File: src/rtl/dsb_pkg.sv
package dsb_pkg;
  localparam int unsigned NCH         = 2;
  localparam int unsigned RA_W        = 4;
  localparam int unsigned REGS_PER_CH = 5;
  localparam int unsigned CNT_CH      = 1;
  localparam int unsigned K_ADDR      = 0;
  localparam int unsigned K_AMSK      = 1;
  localparam int unsigned K_DATA      = 2;
  localparam int unsigned K_DMSK      = 3;
  localparam int unsigned K_CTRL      = 4;
  localparam logic [RA_W-1:0] RG_ECNT = 4'd10;
  localparam logic [RA_W-1:0] RG_FLAG = 4'd11;

  typedef struct packed {
    logic cnt_en;     // 8
    logic brk_en;     // 7
    logic first_sel;  // 6
    logic seq_en;     // 5
    logic dcmp_en;    // 4
    logic operand;    // 3
    logic wr_en;      // 2
    logic rd_en;      // 1
    logic en;         // 0
  } ch_ctrl_t;

  localparam int unsigned CTRL_W = $bits(ch_ctrl_t);

  function automatic logic [RA_W-1:0] reg_off(int unsigned ch, int unsigned k);
    return RA_W'(ch * REGS_PER_CH + k);
  endfunction
endpackage

File: src/rtl/dsb_match.sv
module dsb_match #(
  parameter int unsigned AW = 32,
  parameter int unsigned DW = 32
) (
  input  logic          en_i,
  input  logic          rd_en_i,
  input  logic          wr_en_i,
  input  logic          operand_i,
  input  logic          dcmp_en_i,
  input  logic [AW-1:0] cfg_addr_i,
  input  logic [AW-1:0] cfg_amsk_i,
  input  logic [DW-1:0] cfg_data_i,
  input  logic [DW-1:0] cfg_dmsk_i,
  input  logic          acc_valid_i,
  input  logic [AW-1:0] acc_addr_i,
  input  logic [DW-1:0] acc_data_i,
  input  logic          acc_write_i,
  input  logic          acc_operand_i,
  input  logic          acc_nodata_i,
  output logic          hit_o
);
  logic addr_ok, data_ok, dir_ok, bus_ok;

  always_comb begin
    addr_ok = ((acc_addr_i ^ cfg_addr_i) & ~cfg_amsk_i) == '0;
    // data-less accesses can never satisfy a data compare
    data_ok = !dcmp_en_i ||
              (!acc_nodata_i && (((acc_data_i ^ cfg_data_i) & ~cfg_dmsk_i) == '0));
    dir_ok  = acc_write_i ? wr_en_i : rd_en_i;
    bus_ok  = (acc_operand_i == operand_i);
    hit_o   = en_i & acc_valid_i & addr_ok & data_ok & dir_ok & bus_ok;
  end
endmodule

File: src/rtl/dsb_exec_cnt.sv
module dsb_exec_cnt #(
  parameter int unsigned CNT_W = 12
) (
  input  logic             clk_i,
  input  logic             rst_ni,
  input  logic             ld_i,
  input  logic [CNT_W-1:0] ld_val_i,
  input  logic             use_i,
  input  logic             hit_i,
  output logic [CNT_W-1:0] cnt_o,
  output logic             met_o
);
  logic [CNT_W-1:0] cnt_q;

  always_ff @(posedge clk_i or negedge rst_ni) begin
    if (!rst_ni)                                 cnt_q <= '0;
    else if (ld_i)                               cnt_q <= ld_val_i;
    else if (use_i && hit_i && (cnt_q != '0))    cnt_q <= cnt_q - CNT_W'(1);
  end

  assign cnt_o = cnt_q;
  assign met_o = hit_i && (cnt_q <= CNT_W'(1));
endmodule

File: src/rtl/dsb_regs.sv
module dsb_regs
  import dsb_pkg::*;
#(
  parameter int unsigned AW    = 32,
  parameter int unsigned DW    = 32,
  parameter int unsigned CNT_W = 12
) (
  input  logic                      clk_i,
  input  logic                      rst_ni,
  input  logic                      we_i,
  input  logic [RA_W-1:0]           addr_i,
  input  logic [DW-1:0]             wdata_i,
  input  logic [NCH-1:0]            ev_i,
  input  logic [CNT_W-1:0]          cnt_i,
  output logic [NCH-1:0][AW-1:0]    addr_o,
  output logic [NCH-1:0][AW-1:0]    amsk_o,
  output logic [NCH-1:0][DW-1:0]    data_o,
  output logic [NCH-1:0][DW-1:0]    dmsk_o,
  output ch_ctrl_t [NCH-1:0]        ctrl_o,
  output logic [NCH-1:0]            flag_o,
  output logic                      cnt_ld_o,
  output logic [DW-1:0]             rdata_o
);
  logic [NCH-1:0] flag_q, clr;

  for (genvar c = 0; c < NCH; c++) begin : g_ch
    ch_ctrl_t wctrl;
    always_comb begin
      wctrl = ch_ctrl_t'(wdata_i[CTRL_W-1:0]);
      if (c != CNT_CH) wctrl.cnt_en = 1'b0;
    end

    always_ff @(posedge clk_i or negedge rst_ni) begin
      if (!rst_ni) begin
        addr_o[c] <= '0;
        amsk_o[c] <= '0;
        data_o[c] <= '0;
        dmsk_o[c] <= '0;
        ctrl_o[c] <= '0;
      end else if (we_i) begin
        if (addr_i == reg_off(c, K_ADDR)) addr_o[c] <= wdata_i[AW-1:0];
        if (addr_i == reg_off(c, K_AMSK)) amsk_o[c] <= wdata_i[AW-1:0];
        if (addr_i == reg_off(c, K_DATA)) data_o[c] <= wdata_i;
        if (addr_i == reg_off(c, K_DMSK)) dmsk_o[c] <= wdata_i;
        if (addr_i == reg_off(c, K_CTRL)) ctrl_o[c] <= wctrl;
      end
    end
  end

  assign clr = (we_i && addr_i == RG_FLAG) ? wdata_i[NCH-1:0] : '0;

  // a new match beats a same-cycle clear
  always_ff @(posedge clk_i or negedge rst_ni) begin
    if (!rst_ni) flag_q <= '0;
    else         flag_q <= ev_i | (flag_q & ~clr);
  end

  assign flag_o   = flag_q;
  assign cnt_ld_o = we_i && (addr_i == RG_ECNT);

  always_comb begin
    rdata_o = '0;
    for (int unsigned c = 0; c < NCH; c++) begin
      if (addr_i == reg_off(c, K_ADDR)) rdata_o = DW'(addr_o[c]);
      if (addr_i == reg_off(c, K_AMSK)) rdata_o = DW'(amsk_o[c]);
      if (addr_i == reg_off(c, K_DATA)) rdata_o = data_o[c];
      if (addr_i == reg_off(c, K_DMSK)) rdata_o = dmsk_o[c];
      if (addr_i == reg_off(c, K_CTRL)) rdata_o = DW'(ctrl_o[c]);
    end
    if (addr_i == RG_ECNT) rdata_o = DW'(cnt_i);
    if (addr_i == RG_FLAG) rdata_o = DW'(flag_q);
  end
endmodule

File: src/rtl/dsb_break_seq.sv
module dsb_break_seq
  import dsb_pkg::*;
(
  input  logic           clk_i,
  input  logic           rst_ni,
  input  logic [NCH-1:0] ev_i,
  input  logic [NCH-1:0] flag_i,
  input  logic [NCH-1:0] seq_en_i,
  input  logic [NCH-1:0] first_sel_i,
  input  logic [NCH-1:0] brk_en_i,
  input  logic           retire_i,
  input  logic           slot_i,
  output logic           brk_o
);
  logic [NCH-1:0] trig;
  logic pend_q, brk_q, fire;

  // chained channel needs the earlier channel's registered flag
  for (genvar c = 0; c < NCH; c++) begin : g_trig
    assign trig[c] = ev_i[c] & brk_en_i[c] & (~seq_en_i[c] | flag_i[first_sel_i[c]]);
  end

  assign fire = pend_q & retire_i & ~slot_i;

  always_ff @(posedge clk_i or negedge rst_ni) begin
    if (!rst_ni) begin
      pend_q <= 1'b0;
      brk_q  <= 1'b0;
    end else begin
      pend_q <= (pend_q & ~fire) | (|trig);
      brk_q  <= fire;
    end
  end

  assign brk_o = brk_q;
endmodule

File: src/rtl/dbg_seq_break.sv
module dbg_seq_break
  import dsb_pkg::*;
#(
  parameter int unsigned AW    = 32,
  parameter int unsigned DW    = 32,
  parameter int unsigned CNT_W = 12
) (
  input  logic            clk_i,
  input  logic            rst_ni,
  input  logic            reg_we_i,
  input  logic [3:0]      reg_addr_i,
  input  logic [DW-1:0]   reg_wdata_i,
  output logic [DW-1:0]   reg_rdata_o,
  input  logic            acc_valid_i,
  input  logic [AW-1:0]   acc_addr_i,
  input  logic [DW-1:0]   acc_data_i,
  input  logic            acc_write_i,
  input  logic            acc_operand_i,
  input  logic            acc_nodata_i,
  input  logic            retire_i,
  input  logic            branch_slot_i,
  output logic            brk_o
);
  logic [NCH-1:0][AW-1:0] cfg_addr, cfg_amsk;
  logic [NCH-1:0][DW-1:0] cfg_data, cfg_dmsk;
  ch_ctrl_t [NCH-1:0]     ctrl;
  logic [NCH-1:0]         flag_q, hit, ev, met, dcmp_en;
  logic [NCH-1:0]         seq_en, first_sel, brk_en;
  logic [CNT_W-1:0]       cnt;
  logic                   cnt_ld;

  dsb_regs #(.AW(AW), .DW(DW), .CNT_W(CNT_W)) u_regs (
    .clk_i   (clk_i),
    .rst_ni  (rst_ni),
    .we_i    (reg_we_i),
    .addr_i  (reg_addr_i),
    .wdata_i (reg_wdata_i),
    .ev_i    (ev),
    .cnt_i   (cnt),
    .addr_o  (cfg_addr),
    .amsk_o  (cfg_amsk),
    .data_o  (cfg_data),
    .dmsk_o  (cfg_dmsk),
    .ctrl_o  (ctrl),
    .flag_o  (flag_q),
    .cnt_ld_o(cnt_ld),
    .rdata_o (reg_rdata_o)
  );

  for (genvar c = 0; c < NCH; c++) begin : g_ch
    assign dcmp_en[c]   = ctrl[c].dcmp_en;
    assign seq_en[c]    = ctrl[c].seq_en;
    assign first_sel[c] = ctrl[c].first_sel;
    assign brk_en[c]    = ctrl[c].brk_en;

    dsb_match #(.AW(AW), .DW(DW)) u_match (
      .en_i         (ctrl[c].en),
      .rd_en_i      (ctrl[c].rd_en),
      .wr_en_i      (ctrl[c].wr_en),
      .operand_i    (ctrl[c].operand),
      .dcmp_en_i    (dcmp_en[c]),
      .cfg_addr_i   (cfg_addr[c]),
      .cfg_amsk_i   (cfg_amsk[c]),
      .cfg_data_i   (cfg_data[c]),
      .cfg_dmsk_i   (cfg_dmsk[c]),
      .acc_valid_i  (acc_valid_i),
      .acc_addr_i   (acc_addr_i),
      .acc_data_i   (acc_data_i),
      .acc_write_i  (acc_write_i),
      .acc_operand_i(acc_operand_i),
      .acc_nodata_i (acc_nodata_i),
      .hit_o        (hit[c])
    );

    if (c == CNT_CH) begin : g_cnt
      dsb_exec_cnt #(.CNT_W(CNT_W)) u_cnt (
        .clk_i   (clk_i),
        .rst_ni  (rst_ni),
        .ld_i    (cnt_ld),
        .ld_val_i(reg_wdata_i[CNT_W-1:0]),
        .use_i   (ctrl[c].cnt_en),
        .hit_i   (hit[c]),
        .cnt_o   (cnt),
        .met_o   (met[c])
      );
    end else begin : g_nocnt
      assign met[c] = 1'b0;  // cnt_en is held at 0 on this channel
    end

    assign ev[c] = hit[c] & (~ctrl[c].cnt_en | met[c]);
  end

  dsb_break_seq u_seq (
    .clk_i      (clk_i),
    .rst_ni     (rst_ni),
    .ev_i       (ev),
    .flag_i     (flag_q),
    .seq_en_i   (seq_en),
    .first_sel_i(first_sel),
    .brk_en_i   (brk_en),
    .retire_i   (retire_i),
    .slot_i     (branch_slot_i),
    .brk_o      (brk_o)
  );
endmodule

File: config.mk
export PLATFORM = sky130hd
export DESIGN_NAME = dbg_seq_break
export DESIGN_NICKNAME = d
export VERILOG_FILES = /design/src/rtl/dsb_pkg.sv /design/src/rtl/dsb_match.sv /design/src/rtl/dsb_exec_cnt.sv /design/src/rtl/dsb_regs.sv /design/src/rtl/dsb_break_seq.sv /design/src/rtl/dbg_seq_break.sv
export SDC_FILE = /design/constraint.sdc
export NUM_CORES = 1
export LEC_CHECK = 0
export BUFFER_PORTS_ARGS = -buffer_cell sky130_fd_sc_hd__buf_2
export CORE_UTILIZATION = 60
export DETAILED_ROUTE_END_ITERATION = 10
export PLACE_DENSITY_LB_ADDON = 0.25
export SETUP_SLACK_MARGIN = 0.2
export SLEW_MARGIN = 20
export SYNTH_ARGS = -nofsm -noshare
export SYNTH_HDL_FRONTEND = slang
export SYNTH_SLANG_ARGS = --single-unit
File: constraint.sdc
create_clock -name clk_i -period 2.6 [get_ports clk_i]
set_input_delay 0.26 -clock clk_i [delete_from_list [all_inputs] [get_ports clk_i]]
set_output_delay 0.26 -clock clk_i [all_outputs]
set_load 0.05 [all_outputs]
==> run_results.csv, run 1 <==
group,metric,value,unit
drt,routed_wl,50200,um
floorplanning,ios,142,
sta,grt_setup_unrepaired,"yes",
final_layout,antennaDiodeCount,0,
logic_synthesis,seq_area_frac_synth,47.6,%
drt,ant_nets,0,
power_and_ir_drop,swShare,33.4,%
logic_synthesis,synthFlopType,"dfrtp_1",
logic_synthesis,synthAdderAreaFrac,0.165,%
floorplanning,die_w,161,um
final_layout,utilization,74.1,%
global_routing,grt_pass1_vias,12200,
final_layout,syn_to_final_growth,19.9,%
floorplanning,rows,57,
power_and_ir_drop,power_density,825,nW/um2
final_layout,final_area,18200,um2
clocking,clk_path_buf_depth,3,
worst_setup_path,cp-startpoint,"u_regs.amsk_o[3]$_DFFE_PN0P_",
floorplanning,core,24600,um2
logic_synthesis,synth_mux_area_share,24.9,%
power_and_ir_drop,power_frac_comb,28.0,%
power_and_ir_drop,seqPwrFrac,44.1,%
worst_setup_path,cp.arrival,2400,ps
worst_setup_path,slowest_delay,470,ps
flow_run,max_cap_violations,0,
logic_synthesis,synth_edf_count,0,
sta,clock.fmax,0.376,GHz
sta,hold_viol_final,0,
floorplanning,die_h,161,um
logic_synthesis,synth_compound_area_share,10.4,%
logic_synthesis,synthCells,1277,
placed_design,dpl.hpwl,34800,um
power_and_ir_drop,peakVddDrop,615,uV
clocking,cts_max_level,1,
power_and_ir_drop,switching_power,5020,uW
worst_setup_path,r2r-start,"u_regs.data_o[34]$_DFFE_PN0P_",
drt,drc,0,
worst_setup_path,setup.worst_path.start_class,"flop",
power_and_ir_drop,pwr-share-clk,27.9,%
sta,fin_worst_skew,14.7,ps
logic_synthesis,synth_seq_cells,289,
drt,wl_per_cell,27.8,um
drt,drt_iter0_drc,1583,
drt,via_count,12100,
worst_setup_path,r2r_slack,150,ps
outcome,violations,"setup timing",
drt,first_pass_iters,6,
clocking,clkTransAtPathRegs,60,ps
clocking,cts_root_buf,"clkbuf_16",
worst_setup_path,worstPathCellList,"mux4_2 -> a222oi_1 -> buf_4 -> a22oi_2 -> a31oi_1 -> o21ai_2 -> buf_6",
sta,fin_setup_tns,-62.6,ps
logic_synthesis,synth_top_family_by_area,"multiplexers",
global_routing,antenna_found_initial,2,
logic_synthesis,netlist_area,15200,um2
worst_hold_path,min_path_type,"primary input to flop",
worst_setup_path,r2r_cells,9,
clocking,cts.sinks,289,
sta,period_minus_slack,2660,ps
power_and_ir_drop,intPower,10000,uW
worst_setup_path,cp-endpoint,"reg_rdata_o[3]",
drt,routed_via_density,6.72,
clocking,tritoncts,"done",
global_routing,grt_pass1_wl,75700,um
final_layout,most-common-layout-cells,"mux2_2, dfrtp_1, buf_2",
final_layout,layout.nets,1573,
placed_design,place_area,16700,um2
global_routing,grt_overflow,0,
worst_setup_path,cp.required,2340,ps
logic_synthesis,synth-simple-area-share,6.24,%
floorplanning,die_area,26000,um2
power_and_ir_drop,power,15000,uW
sta,drv_slew,0,
placed_design,gp_congestion,0.963,
worst_setup_path,crit_buf_inv,2,
clocking,cts_buffers,30,
final_layout,final_common_cell,"mux2_2",
worst_setup_path,r2r_end,"g_ch[1].g_cnt.u_cnt.cnt_o[2]$_DFFE_PN0P_",
sta,period_share,102,%
global_routing,grt_usage,39.1,%
worst_setup_path,path_delay_family,"compound AO/OA/AOI/OAI gates",
sta,setup_violations,1,
sta,max_slew_margin,54.7,%
logic_synthesis,synthArstFlopShare,100,%
worst_setup_path,crit_path_max_fanout,3,
placed_design,port_buffers,141,
power_and_ir_drop,p_leak,0.00776,uW
logic_synthesis,syn_nets,1388,
logic_synthesis,synth_xor_area_share,8.13,%
floorplanning,start_util,61.8,%
worst_setup_path,path_depth,7,
global_routing,grt_start_max_net_pins,80,
sta,fin_ws,-62.6,ps
worst_setup_path,crit_type,"flop to output pin",
logic_synthesis,post_synth_num_cell_types,53,
outcome,status,"finished, violations left",
worst_setup_path,slowest_stage,"mux4_2",
sta,worst_pin_slew,679,ps
clocking,insertion_delay,560,ps
final_layout,drive_gt1_share,43.7,%
worst_setup_path,end_kind,"output pin",
logic_synthesis,synth_area_per_cell,11.9,um2
logic_synthesis,ys_warn_count,0,
how the worst min path moves through the flow:
| stage | from | end | slack (ps) | depth (start not counted) |
|---|---|---|---|---|
| 2_1_floorplan | rst_ni | g_ch[1].g_cnt.u_cnt.cnt_o[0]$_DFFE_PN0P_ | -40 | 0 |
| 3_3_place_gp | rst_ni | g_ch[1].g_cnt.u_cnt.cnt_o[11]$_DFFE_PN0P_ | 280 | 1 |
| 3_5_place_dp | rst_ni | g_ch[1].g_cnt.u_cnt.cnt_o[8]$_DFFE_PN0P_ | 290 | 1 |
| 4_1_cts | reg_wdata_i[9] | g_ch[1].g_cnt.u_cnt.cnt_o[9]$_DFFE_PN0P_ | 10 | 3 |
| 5_1_grt | reg_wdata_i[9] | g_ch[1].g_cnt.u_cnt.cnt_o[9]$_DFFE_PN0P_ | 60 | 3 |
| 6_report | reg_wdata_i[9] | g_ch[1].g_cnt.u_cnt.cnt_o[9]$_DFFE_PN0P_ | 20 | 3 |
kinds of logic after synthesis:
| kind of cell | count (synthesis) |
|---|---|
| AO/OA/AOI/OAI | 237 |
| XOR/XNOR | 141 |
| adder cells (fa/ha/maj) | 2 |
| buffers and inverters | 89 |
| flip-flops | 289 |
| multiplexers | 331 |
| AND/OR/NAND/NOR | 188 |
synth_stat cells, types with 2 or more instances:
master	number	area share (%)
dfrtp_1	289	48
mux2_2	289	21
xnor2_1	131	7.6
nand2_1	72	1.8
o22ai_1	66	2.7
o21ai_0	53	1.7
clkbuf_1	34	0.84
buf_2	31	1.0
nor2_1	31	0.77
a22oi_1	28	1.4
mux2i_1	28	1.8
a21oi_1	22	0.72
a222oi_1	22	1.4
nor4_1	18	0.74
buf_1	16	0.40
nand4_1	15	0.62
a211oi_1	11	0.54
nand3_1	11	0.36
nor3_1	10	0.33
o21ai_1	10	0.33
xor2_1	10	0.58
mux4_2	8	1.2
nand2b_1	7	0.29
nor2b_1	7	0.29
mux2_1	6	0.44
a31oi_1	5	0.21
inv_1	5	0.12
a22o_1	3	0.17
a311oi_1	3	0.17
buf_6	3	0.22
nor3_2	3	0.20
o31ai_1	3	0.15
a221o_1	2	0.13
ha_1	2	0.16
nor4_4	2	0.28
o211ai_1	2	0.099
or3_1	2	0.082
or4_1	2	0.099
final cells by class:
type                            instances  area, um2
Timing Repair Buffer                  237       1690
Tap cell                              324        405
Clock buffer                           44        915
Inverter                                5       18.8
Fill cell                            1653       6380
Sequential cell                       289       7230
Clock inverter                          8       42.5
Multi-Input combinational cell        899       7920
state kept, by name (all words and copies together) (netlist names), 2 cells and up:
name and flops:
u_regs.data_o 64, u_regs.addr_o 64, g_ch.g_cnt.u_cnt.cnt_o 12, u_regs.amsk_o 64, u_regs.dmsk_o 64, u_regs.flag_o 2, u_regs.ctrl_o 17
worst reg2reg max path, cell delays in order (launching register included):
cell     delay (ps)
dfrtp_1         420
xnor2_2         240
o22ai_2         160
nor4_4          420
nand4_1         280
o31ai_4         270
buf_12          170
nand4_1         110
xor2_1          170
o21ai_1         140
through the flow:
stage	setup WS [ps]	cells	hold WS (ps)
2_1_floorplan	221	1277	-35.6
3_3_place_gp	-99.2	1727	283
3_5_place_dp	-103	1727	289
4_1_cts	-26.4	1794	14.3
5_1_grt	-139	1806	55.5
6_report	-62.6	1806	16.8
power by group through the flow:
| stage | logic (uW) | registers [uW] | clock network, uW |
|---|---|---|---|
| floorplan | 2660 | 6250 | 0 |
| global placement | 3690 | 6600 | 0 |
| detailed placement | 3780 | 6650 | 0 |
| CTS | 3970 | 6570 | 4200 |
| global route | 4450 | 6730 | 4380 |
| finish | 4210 | 6620 | 4200 |
routing by layer:
metal | GRT usage [%] | part of all wire, % | vias to the layer above
li1 | - | - | 5099
met5 | 0 | 0.056 | -
met1 | 52.8 | 38 | 6055
met2 | 59.5 | 46 | 818
met4 | 19.1 | 5.0 | 4
met3 | 9.30 | 11 | 166
repair_timing:
item | 4_1_cts | 5_1_grt
pin swaps | 14 | 18
cloned | 0 | 1
endpoints found under the setup margin | 25 | 26
resized for setup | 33 | 43
hold endpoints to repair | 75 | 0
setup buffers | 12 | 11
hold buffers | 3 | 0
No activity file was read; power rests on OpenSTA's default activity.
==> run 2: changes to the inputs <==
Settings changed: HOLD_SLACK_MARGIN set to 0.08, RECOVER_POWER set to 100.
==> run_results.csv, run 2 (synthesis results as in run 1) <==
group,metric,value,unit
clocking,cts.sinks,289,
power_and_ir_drop,p_leak,0.00787,uW
sta,period_share,103,%
final_layout,nFillCells,1614,
global_routing,grt_pass1_vias,12400,
global_routing,use_met3,9.37,%
floorplanning,rows,57,
drt,routed_wl,50800,um
sta,max_slew_margin,-36.7,%
clocking,clk_path_buf_depth,3,
sta,fin_worst_skew,6.88,ps
drt,drt_iter0_drc,1568,
power_and_ir_drop,peakVddDrop,645,uV
worst_setup_path,crit_buf_inv,2,
global_routing,grt_usage,39.5,%
final_layout,utilization,75.3,%
clocking,insertion_delay,560,ps
global_routing,grt_use_met2,60.2,%
drt,wl_per_cell,27.7,um
worst_setup_path,slowest_delay,470,ps
worst_setup_path,cp.required,2340,ps
worst_setup_path,cp.arrival,2410,ps
sta,setup_violations,1,
final_layout,final-seq-area,7230,um2
sta,fin_ws,-69.0,ps
sta,grt_setup_unrepaired,"yes",
floorplanning,die_w,161,um
global_routing,grt_overflow,0,
placed_design,gp_congestion,0.963,
outcome,status,"finished, violations left",
floorplanning,core,24600,um2
final_layout,multi_input_area,7970,um2
clocking,cts_buffers,30,
floorplanning,die_area,26000,um2
drt,routed_via_density,6.77,
floorplanning,ios,142,
global_routing,antenna_found_initial,1,
final_layout,most-common-layout-cells,"mux2_2, dfrtp_1, buf_2",
clocking,cts_max_level,1,
placed_design,dp_slack,-103,ps
final_layout,final_common_cell,"mux2_2",
drt,drc,0,
drt,ant_nets,0,
final_layout,layout.nets,1600,
worst_setup_path,setup.worst_path.start_class,"flop",
global_routing,grt_pass1_wl,76400,um
final_layout,fin_cells,1834,
global_routing,met1_usage,53.1,%
final_layout,drive_gt1_share,43.5,%
flow_run,max_cap_violations,1,
worst_setup_path,slowest_stage,"mux4_2",
sta,period_minus_slack,2670,ps
global_routing,grt_start_max_net_pins,80,
placed_design,dpl.hpwl,34800,um
outcome,violations,"capacitance limit, slew limit, setup timing",
sta,worst_pin_slew,2050,ps
clocking,tritoncts,"done",
worst_setup_path,crit_path_max_fanout,2,
placed_design,dp_cells,1727,
drt,first_pass_iters,11,
sta,clock.fmax,0.375,GHz
power_and_ir_drop,power_density,815,nW/um2
placed_design,port_buffers,141,
drt,via_count,12400,
worst_setup_path,end_kind,"output pin",
worst_setup_path,worstPathCellList,"mux4_2 -> a222oi_1 -> buf_4 -> a22oi_2 -> a31oi_1 -> o21ai_2 -> buf_6",
clocking,clkTransAtPathRegs,60,ps
clocking,cts_root_buf,"clkbuf_16",
sta,hold_viol_final,0,
worst_setup_path,crit_type,"flop to output pin",
sta,drv_slew,78,
worst_hold_path,min_path_type,"primary input to flop",
global_routing,grt_busiest_layer,"met2",
final_layout,syn_to_final_growth,21.8,%
floorplanning,start_util,61.8,%
floorplanning,die_h,161,um
worst_setup_path,path_delay_family,"compound AO/OA/AOI/OAI gates",
[run 2: cell types whose count changed in the layout (fill, tap and decap cells not counted), sizes merged]
| cell | previous run | this run |
|---|---|---|
| dlygate4sd3 | 3 | 29 |
| clkbuf | 46 | 48 |
| buf | 232 | 231 |
| diode | 0 | 1 |
[run 2: final timing paths]
path                                          startpoint                                        to  slack [ps]  cells past startpoint
hold / removal                            reg_wdata_i[3]  g_ch[1].g_cnt.u_cnt.cnt_o[3]$_DFFE_PN0P_          90                      3
hold reg to reg             u_regs.dmsk_o[6]$_DFFE_PN0P_              u_regs.dmsk_o[6]$_DFFE_PN0P_         530                      1
max in group asynchronous                         rst_ni              u_regs.dmsk_o[1]$_DFFE_PN0P_         380                      3
min in group asynchronous                         rst_ni  g_ch[1].g_cnt.u_cnt.cnt_o[2]$_DFFE_PN0P_         810                      2
setup / recovery            u_regs.dmsk_o[3]$_DFFE_PN0P_                            reg_rdata_o[3]         -70                      7
setup reg to reg           u_regs.data_o[34]$_DFFE_PN0P_  g_ch[1].g_cnt.u_cnt.cnt_o[6]$_DFFE_PN0P_         210                      9
[run 2: layout make-up]
cell class                 instances  area share (%)
antenna                            1          0.0135
clock buffer                      44            4.94
clock inverter                     8           0.230
inverter                           5           0.101
multi-input combinational        899            43.0
sequential                       289            39.1
tap                              324            2.19
timing repair buffer             264            10.4
[run 2: worst reg2reg max path, cell delays in order (launching register included)]
cell and delay, ps:
dfrtp_1 420, xnor2_2 210, o22ai_2 130, nor4_4 400
nand4_1 280, o31ai_4 270, buf_12 170, nand4_1 120
xor2_1 200, o21ai_1 130
[run 2: routing by layer]
metal | up-vias | wire length, um
met3 | 172 | 6200
li1 | 5167 | -
met4 | 2 | 2640
met5 | - | 12
met2 | 895 | 23200
met1 | 6189 | 18700
[run 2: power breakdown]
part | internal [uW] | total, uW | switching, uW
Clock | 2410 | 4200 | 1790
Sequential | 5530 | 6620 | 1090
Combinational | 2100 | 4270 | 2170
Total | 10000 | 15100 | 5050
[run 2: stage by stage]
stage	cell area, um2	power (uW)	hold slack, ps	TNS, ps
after global placement	16700	10300	283	-883
after floorplan	15200	8900	-35.6	0
after detailed placement	16700	10400	289	-745
after global routing	18500	15600	103	-139
final	18500	15100	85.8	-69.0
after CTS	18100	14800	84.1	-26.4
[run 2: repair_timing]
action | CTS | global route
buffers inserted | 12 | 12
resized for setup | 33 | 56
hold endpoints to repair | 232 | 0
setup endpoints to repair | 25 | 26
pin swaps | 14 | 22
gates cloned | 0 | 1
hold buffers | 29 | 0
==> run 3: changes to the inputs <==
Settings changed: CELL_PAD_IN_SITES_DETAIL_PLACEMENT set to 1, CELL_PAD_IN_SITES_GLOBAL_PLACEMENT set to 1, CORE_UTILIZATION 60 to 49.
==> run_results.csv, run 3 (synthesis results as in run 1) <==
group,metric,value,unit
sta,fin_worst_skew,20.7,ps
worst_setup_path,r2r_slack,90,ps
sta,grt_setup_unrepaired,"yes",
final_layout,antennaDiodeCount,0,
final_layout,final-seq-area,7230,um2
drt,drc,0,
power_and_ir_drop,power_density,858,nW/um2
global_routing,grt_pass1_wl,85400,um
worst_setup_path,setup.worst_path.start_class,"flop",
clocking,tritoncts,"done",
final_layout,final_common_cell,"mux2_2",
drt,routed_wl,58500,um
worst_setup_path,end_kind,"output pin",
clocking,cts_root_buf,"clkbuf_16",
drt,ant_nets,0,
placed_design,port_buffers,141,
floorplanning,rows,64,
sta,fin_ws,-65.6,ps
global_routing,grt_pass1_vias,13100,
worst_setup_path,crit_type,"flop to output pin",
final_layout,nFillCells,3147,
sta,worst_pin_slew,1500,ps
sta,period_share,103,%
clocking,clkTransAtPathRegs,60,ps
final_layout,multi_input_area,7820,um2
final_layout,utilization,60.1,%
worst_setup_path,cp.required,2340,ps
placed_design,gp_congestion,0.936,
outcome,status,"finished, violations left",
worst_hold_path,min_path_type,"primary input to flop",
floorplanning,start_util,49.7,%
sta,hold_viol_final,0,
drt,drt_iter0_drc,1351,
placed_design,dp_slack,-191,ps
drt,wl_per_cell,30.8,um
floorplanning,core,30600,um2
outcome,violations,"capacitance limit, setup timing",
floorplanning,die_h,178,um
sta,drv_slew,0,
clocking,cts_max_level,2,
clocking,clk_path_buf_depth,3,
drt,routed_via_density,6.54,
power_and_ir_drop,peakVddDrop,461,uV
sta,period_minus_slack,2670,ps
global_routing,antenna_found_initial,1,
drt,first_pass_iters,6,
sta,max_slew_margin,0.0770,%
worst_setup_path,cp.arrival,2410,ps
floorplanning,die_w,178,um
global_routing,grt_overflow,0,
worst_setup_path,crit_path_max_fanout,2,
final_layout,layout.nets,1592,
final_layout,drive_gt1_share,42.1,%
final_layout,syn_to_final_growth,20.9,%
global_routing,grt_start_max_net_pins,96,
final_layout,most-common-layout-cells,"mux2_2, dfrtp_1, buf_2",
power_and_ir_drop,p_leak,0.00781,uW
clocking,cts_buffers,35,
flow_run,max_cap_violations,1,
drt,via_count,12400,
sta,setup_violations,3,
placed_design,dpl.hpwl,40100,um
floorplanning,die_area,31700,um2
global_routing,grt_usage,37.2,%
sta,clock.fmax,0.375,GHz
clocking,insertion_delay,540,ps
clocking,cts.sinks,289,
floorplanning,ios,142,
## run 3: cell count changes in the layout (fill, tap and decap cells not counted), moves of 4 or more
cell	delta
buf_12	-4
clkbuf_1	+13
dlygate4sd3_1	-12
buf_4	-8
nor4_2	-5
nor4_1	+5
a21oi_1	+4
## run 3: report_power, final
part / leakage [uW] / switching (uW) / internal, uW / total [uW]
sequential: 0.00355 / 1170 / 5530 / 6700
clock: 0.000553 / 2040 / 2760 / 4800
combinational: 0.00370 / 2230 / 2030 / 4260
total: 0.00781 / 5440 / 10300 / 15800
## run 3: area by class of cell
cell class	count	share of cell area (%)
clock inverter	10	0.449
clock buffer	52	5.60
timing repair buffer	251	9.24
sequential	289	39.4
inverter	5	0.102
multi-input combinational	899	42.5
tap	396	2.70
## run 3: worst paths after layout
kind / cells past startpoint / endpoint / start
min reg2reg: 1 / u_regs.amsk_o[26]$_DFFE_PN0P_ / u_regs.amsk_o[26]$_DFFE_PN0P_
max reg2reg: 9 / g_ch[1].g_cnt.u_cnt.cnt_o[3]$_DFFE_PN0P_ / u_regs.data_o[37]$_DFFE_PN0P_
min in group asynchronous: 2 / u_regs.flag_o[1]$_DFF_PN0_ / rst_ni
min: 3 / g_ch[1].g_cnt.u_cnt.cnt_o[8]$_DFFE_PN0P_ / reg_wdata_i[8]
max in group asynchronous: 3 / u_regs.data_o[29]$_DFFE_PN0P_ / rst_ni
max: 6 / reg_rdata_o[3] / u_regs.dmsk_o[3]$_DFFE_PN0P_
## run 3: repair_timing
action | 4_1_cts | 5_1_grt
resized for setup | 46 | 21
buffers inserted | 8 | 6
pin swaps | 14 | 13
endpoints found under the setup margin | 26 | 24
hold endpoints to repair | 112 | 0
hold buffers | 17 | 0
## run 3: layer usage
layer | track usage (%) | part of all wire [%]
met1 | 48.1 | 40
met2 | 59.2 | 47
met3 | 7.16 | 7.7
met4 | 19.3 | 5.4
met5 | 0 | 0
## run 3: through the flow
stage | total power, uW | setup TNS [ps] | hold slack [ps] | std cells | area (um2)
floorplan | 8900 | 0 | -35.6 | 1277 | 15200
finish | 15800 | -92.6 | 83.6 | 1902 | 18400
global route | 16300 | -468 | 101 | 1902 | 18400
CTS | 15600 | -64.6 | 81.4 | 1896 | 18400
detailed placement | 10600 | -1360 | 222 | 1809 | 16800
global placement | 10400 | -1250 | 214 | 1809 | 16800
## run 3: critical path, stage by stage (launching register included)
cell and delay [ps]:
dfrtp_1 390, mux4_2 480, a222oi_1 410, a22oi_1 160
a31oi_1 190, o21ai_2 100, buf_6 160
